==> config.mk <==
export PLATFORM = sky130hd
export DESIGN_NAME = i2c_irq_vector
export DESIGN_NICKNAME = d
export VERILOG_FILES = /design/src/rtl/i2c_irqv_pkg.sv /design/src/rtl/i2c_irqv_flags.sv /design/src/rtl/i2c_irqv_prio.sv /design/src/rtl/i2c_irq_vector.sv
export SDC_FILE = /design/constraint.sdc
export NUM_CORES = 1
export LEC_CHECK = 0
export BUFFER_PORTS_ARGS = -buffer_cell sky130_fd_sc_hd__buf_2
export CAP_MARGIN = 25
export CORE_MARGIN = 1.5
export CORE_UTILIZATION = 47
export CTS_BUF_LIST = sky130_fd_sc_hd__clkbuf_16
export DETAILED_ROUTE_END_ITERATION = 10
export PLACE_DENSITY = 0.92
export SLEW_MARGIN = 25
export SYNTH_ARGS = -nofsm -noshare
export SYNTH_HDL_FRONTEND = slang
export SYNTH_SLANG_ARGS = --single-unit
export TNS_END_PERCENT = 5
==> constraint.sdc <==
create_clock -name clk -period 1.7 [get_ports clk]
set_input_delay 0.255 -clock clk [delete_from_list [all_inputs] [get_ports clk]]
set_output_delay 0.255 -clock clk [all_outputs]
set_load 0.01 [all_outputs]
==> src/rtl/i2c_irqv_pkg.sv <==
// Shared constants for the I2C interrupt source prioritizer.
// Assumes seven sources whose index+1 is their vector code.
package i2c_irqv_pkg;
    localparam int unsigned SRC_N      = 7;
    localparam int unsigned CODE_W     = $clog2(SRC_N + 1);
    localparam int unsigned REG_W      = 16;
    localparam int unsigned ADDR_W     = 2;

    localparam int unsigned SRC_ARB    = 0;
    localparam int unsigned SRC_NACK   = 1;
    localparam int unsigned SRC_ACC    = 2;
    localparam int unsigned SRC_RX     = 3;
    localparam int unsigned SRC_TX     = 4;
    localparam int unsigned SRC_STOP   = 5;
    localparam int unsigned SRC_TGT    = 6;

    // Sources that mirror a level instead of holding a sticky flag
    localparam logic [SRC_N-1:0] LEVEL_SRC = 7'b0011000;

    localparam int unsigned RSFULL_BIT = 11;
    localparam int unsigned BUSY_BIT   = 12;

    localparam logic [ADDR_W-1:0] ADDR_STAT = 2'd0;
    localparam logic [ADDR_W-1:0] ADDR_MASK = 2'd1;
    localparam logic [ADDR_W-1:0] ADDR_VEC  = 2'd2;
endpackage

==> src/rtl/i2c_irqv_flags.sv <==
// Pending-flag bank. Each source is a sticky flag (set by pulse, cleared
// by write-one-to-clear or by a vector read, set winning) or a mirror of
// a level input, chosen per bit by LEVEL_MASK.
// Assumes clear strobes are already qualified by the caller.
module i2c_irqv_flags #(
    parameter int unsigned N = 7,
    parameter logic [N-1:0] LEVEL_MASK = '0
) (
    input  logic         clk,
    input  logic         rst_n,
    input  logic [N-1:0] set_i,
    input  logic [N-1:0] lvl_i,
    input  logic [N-1:0] w1c_i,
    input  logic [N-1:0] rdclr_i,
    output logic [N-1:0] pend_o
);
    // Inputs meaningless for a given flag kind are folded here
    logic unused_kind_bits;
    assign unused_kind_bits = ^{set_i & LEVEL_MASK, w1c_i & LEVEL_MASK,
                                rdclr_i & LEVEL_MASK, lvl_i & ~LEVEL_MASK};

    for (genvar g = 0; g < N; g++) begin : g_flag
        if (LEVEL_MASK[g]) begin : g_level
            // Level source: pending exactly while its condition holds
            assign pend_o[g] = lvl_i[g];
        end else begin : g_sticky
            logic flag_q;
            // Sticky source: new event beats a clear in the same cycle
            always_ff @(posedge clk) begin
                if (!rst_n)                       flag_q <= 1'b0;
                else if (set_i[g])                flag_q <= 1'b1;
                else if (w1c_i[g] || rdclr_i[g])  flag_q <= 1'b0;
            end
            assign pend_o[g] = flag_q;
        end
    end
endmodule

==> src/rtl/i2c_irqv_prio.sv <==
// Fixed-priority encoder: lowest index wins. Gives a one-hot grant and
// the code index+1, or zero code and no grant when nothing requests.
module i2c_irqv_prio #(
    parameter int unsigned N  = 7,
    parameter int unsigned CW = 3
) (
    input  logic [N-1:0]  req_i,
    output logic [N-1:0]  grant_o,
    output logic [CW-1:0] code_o
);
    // Scan from the weakest source so the strongest is assigned last
    always_comb begin
        grant_o = '0;
        code_o  = '0;
        for (int i = N - 1; i >= 0; i--) begin
            if (req_i[i]) begin
                grant_o    = '0;
                grant_o[i] = 1'b1;
                code_o     = CW'(i + 1);
            end
        end
    end
endmodule

==> src/rtl/i2c_irq_vector.sv <==
// Top of the I2C interrupt source prioritizer: register port (status,
// mask, vector), pending-flag bank, priority encoder and registered IRQ.
// Assumes reg_rd/reg_wr are single-cycle strobes from a register bus.
module i2c_irq_vector
    import i2c_irqv_pkg::*;
#(
    parameter int unsigned DATA_W = REG_W,
    parameter int unsigned AW     = ADDR_W
) (
    input  logic              clk,
    input  logic              rst_n,
    input  logic              ev_arb_lost,
    input  logic              ev_nack,
    input  logic              ev_acc_rdy,
    input  logic              ev_stop_det,
    input  logic              ev_addr_tgt,
    input  logic              rx_data_rdy,
    input  logic              tx_space_rdy,
    input  logic              rx_shift_full,
    input  logic              bus_busy,
    input  logic              reg_wr,
    input  logic              reg_rd,
    input  logic [AW-1:0]     reg_addr,
    input  logic [DATA_W-1:0] reg_wdata,
    output logic [DATA_W-1:0] reg_rdata,
    output logic              irq_o
);
    logic [SRC_N-1:0]  ev_vec, lvl_vec, w1c_vec, rdclr_vec;
    logic [SRC_N-1:0]  pend, mask_q, req, grant;
    logic [CODE_W-1:0] vec_code;
    logic              wr_stat, wr_mask, rd_vec, irq_q;
    logic              unused_wdata_hi;

    assign unused_wdata_hi = ^reg_wdata[DATA_W-1:SRC_N];

    // Gather source inputs into index order (index+1 is the vector code)
    always_comb begin
        ev_vec            = '0;
        lvl_vec           = '0;
        ev_vec[SRC_ARB]   = ev_arb_lost;
        ev_vec[SRC_NACK]  = ev_nack;
        ev_vec[SRC_ACC]   = ev_acc_rdy;
        ev_vec[SRC_STOP]  = ev_stop_det;
        ev_vec[SRC_TGT]   = ev_addr_tgt;
        lvl_vec[SRC_RX]   = rx_data_rdy;
        lvl_vec[SRC_TX]   = tx_space_rdy;
    end

    assign wr_stat   = reg_wr && (reg_addr == ADDR_STAT);
    assign wr_mask   = reg_wr && (reg_addr == ADDR_MASK);
    assign rd_vec    = reg_rd && (reg_addr == ADDR_VEC);
    assign w1c_vec   = wr_stat ? reg_wdata[SRC_N-1:0] : '0;
    assign rdclr_vec = rd_vec ? grant : '0;

    i2c_irqv_flags #(.N(SRC_N), .LEVEL_MASK(LEVEL_SRC)) u_flags (
        .clk     (clk),
        .rst_n   (rst_n),
        .set_i   (ev_vec),
        .lvl_i   (lvl_vec),
        .w1c_i   (w1c_vec),
        .rdclr_i (rdclr_vec),
        .pend_o  (pend)
    );

    // Enable mask register
    always_ff @(posedge clk) begin
        if (!rst_n)       mask_q <= '0;
        else if (wr_mask) mask_q <= reg_wdata[SRC_N-1:0];
    end

    assign req = pend & mask_q;

    i2c_irqv_prio #(.N(SRC_N), .CW(CODE_W)) u_prio (
        .req_i   (req),
        .grant_o (grant),
        .code_o  (vec_code)
    );

    // Registered interrupt request
    always_ff @(posedge clk) begin
        if (!rst_n) irq_q <= 1'b0;
        else        irq_q <= |req;
    end
    assign irq_o = irq_q;

    // Read data multiplexer
    always_comb begin
        reg_rdata = '0;
        unique case (reg_addr)
            ADDR_STAT: begin
                reg_rdata[SRC_N-1:0] = pend;
                reg_rdata[RSFULL_BIT] = rx_shift_full;
                reg_rdata[BUSY_BIT]   = bus_busy;
            end
            ADDR_MASK: reg_rdata[SRC_N-1:0]  = mask_q;
            ADDR_VEC:  reg_rdata[CODE_W-1:0] = vec_code;
            default:   reg_rdata = '0;
        endcase
    end
endmodule

==> metrics.txt <==
hold buffers post-CTS 0; Longest Clk Path Bufs 2; Global Route Usage Sum 25.2%; TritonCTS buffer count 3; Root Driver clkbuf_16; period utilisation layout 96.4%; final instance area 1120 um2; PnR worst setup slack 0.0616 ns; Die X 46.4 um; first-pass GRT wire length 3.77 mm; CP max stage delay 0.34 ns; Rows 15; distinct cell type count after synthesis 34; RSZ-0062 raised after global routing true; Place WS 0.218 ns; CTS tree yes; number of global-route vias before repair 815; Max Clock Freq 0.610 GHz; Initial Util 50.6%; number of diodes 0; final setup vio count 0; total core area 1750 um2; FF-to-FF setup slack 0.51 ns; fin util 64.3%; die area 2150 um2; max cap viols 0; top-area cell type share of the netlist area 29.5%; type of the worst min-delay path in2reg; Syn Std Cell Area 883 um2; commonest non-fill, non-tap cell in the layout buf_2; layout cells sized above 1 31.6%; Post-DP Area 1030 um2; TritonRoute pass-1 iters 4; port buffer count 31; crit path kind reg2out; Vert. Die Dim 46.4 um; grt total ovfl 0; Final min period 1.64 ns; initial antenna violation count 0; P&R area growth vs syn 27.1%; clk_lat worst skew 0.24 ns; clk slew on worst S/H paths 0.05 ns; Nets 168; Setup crit end kind output port; hold_ws 0.220 ns; fillers 143; total number of vias 922; crit start category register; CP required 1.44 ns; dominant cell type by area after synthesis dfxtp_1; Max Fanout on Critical Path 6; worst-path cell chain a22o_1, a311oi_2, o221ai_1, buf_2; pin count of the biggest net entering global routing 11; Fin. Hold Viols 0; # IOs 48; Worst Reg-to-Reg Cells 3; Via density 5.73; drt wl/cell 14.5 um; crit path capture reg_rdata[0]; max-slew violations 0; DRC Markers 0; Final HPWL DP 1.64 mm; Max Clock Skew 0.00238 ns; H-Tree Depth 1; EDFF count, synth 0; post-CTS setup buffer count 0; Synth Warn # 0; Syn Area/Cell 8.66 um2; sequential-to-total area share from yosys stat 29.5%; Yosys reg bits 13; Leak 0.547 nW; Worst R2R Start u_flags.g_flag[6].g_sticky.flag_q$_SDFFE_PN0P_; Post-Synthesis Cells 102; pwr/cell area 836 nW/um2; Worst VDD drop 0.000800 V; Worst R2R End irq_o$_SDFF_PN0_; commonest cells after routing, fill and taps aside buf_2 (31), nor2_1 (14), mux2i_1 (13); async set or reset register ratio after synthesis 0%; # clock sinks 13; Routability Congestion 0.887; multi-input logic area 554 um2; Critical Path Slowest Stage Cell dfxtp_2; Sequential Area 264 um2; crit path from u_flags.g_flag[2].g_sticky.flag_q$_SDFFE_PN0P_; antenna-violating nets left 0; most common flop cell mapped by yosys dfxtp_1; crit path DAT 1.38 ns; Synth area leaders dfxtp_1 (29%), mux2i_1 (15%), buf_4 (6.8%), nor2_1 (5.9%), a22o_1 (4.0%); status complete, no violations; WL final 2.33 mm; initial drt markers 23
-- critical path, delay by kind of cell, from the launching register on --
family / cells / cell delay (ns)
AOI/OAI and AO/OA: 3 / 0.64
buffers and inverters: 1 / 0.16
DFF: 1 / 0.34
-- synthesized netlist by cell type (2+ instances only) --
library cell / instances
a21oi_1: 4
o221a_1: 2
nand4bb_1: 2
and2_1: 4
a21boi_1: 2
mux2i_1: 13
nor2_1: 14
nor2b_1: 2
buf_6: 2
a311oi_1: 3
buf_4: 8
nand2_1: 7
inv_1: 3
a22o_1: 4
dfxtp_1: 13
-- layout make-up --
type                    instances  share of cell area, %
inverters                       4                   1.34
well taps                      25                   2.79
repair buffers                 34                   15.8
multi-input cells              81                   49.4
flip-flops and latches         13                   23.5
clock buffers                   3                   6.69
clock inverters                 1                  0.446
-- stage by stage --
stage	total power, mW	instances	TNS, ns
6_report	0.938	161	0
5_1_grt	0.971	161	-0.0373
4_1_cts	0.936	161	0
3_5_place_dp	0.493	157	0
3_3_place_gp	0.486	157	0
2_1_floorplan	0.445	108	0
-- report_power, final --
part / switching (mW) / internal, mW / leakage, nW
Combinational: 0.0800 / 0.0714 / 0.398
Sequential: 0.0199 / 0.322 / 0.108
Clock: 0.132 / 0.313 / 0.0409
-- sequential cells by signal, indices dropped and copies added, names as in the netlist --
| signal | count |
|---|---|
| irq_o | 1 |
| mask_q | 7 |
| u_flags.g_flag.g_sticky.flag_q | 5 |
-- how the worst min path moves through the flow --
stage	start	to	cells after the start
2_1_floorplan	rst_n	u_flags.g_flag[0].g_sticky.flag_q$_SDFFE_PN0P_	1
3_3_place_gp	ev_arb_lost	u_flags.g_flag[0].g_sticky.flag_q$_SDFFE_PN0P_	2
5_1_grt	ev_arb_lost	u_flags.g_flag[0].g_sticky.flag_q$_SDFFE_PN0P_	2
6_report	ev_arb_lost	u_flags.g_flag[0].g_sticky.flag_q$_SDFFE_PN0P_	2
4_1_cts	ev_arb_lost	u_flags.g_flag[0].g_sticky.flag_q$_SDFFE_PN0P_	2
3_5_place_dp	ev_arb_lost	u_flags.g_flag[0].g_sticky.flag_q$_SDFFE_PN0P_	2
-- logic make-up after synthesis --
kind of cell,after synthesis,share of synthesized area [%]
buffers and inverters,14,11.0
AO/OA/AOI/OAI,24,21.2
multiplexers,13,14.7
flip-flops,13,29.5
other,1,0.425
AND/OR/NAND/NOR,37,23.1
-- layer usage --
metal / GRT usage [%] / vias to the layer above / part of all wire (%)
li1: - / 433 / -
met1: 33.1 / 421 / 40
met2: 38.9 / 61 / 48
met3: 4.71 / 7 / 10
met4: 12.6 / 0 / 1.9
met5: 0 / - / 0
-- repair_timing --
action | 4_1_cts | 5_1_grt
endpoints found under the setup margin | 1 | 1
pin swaps | 2 | 0
gates resized for setup | 1 | 3
Note: power is estimated with default switching activity, not from simulation.
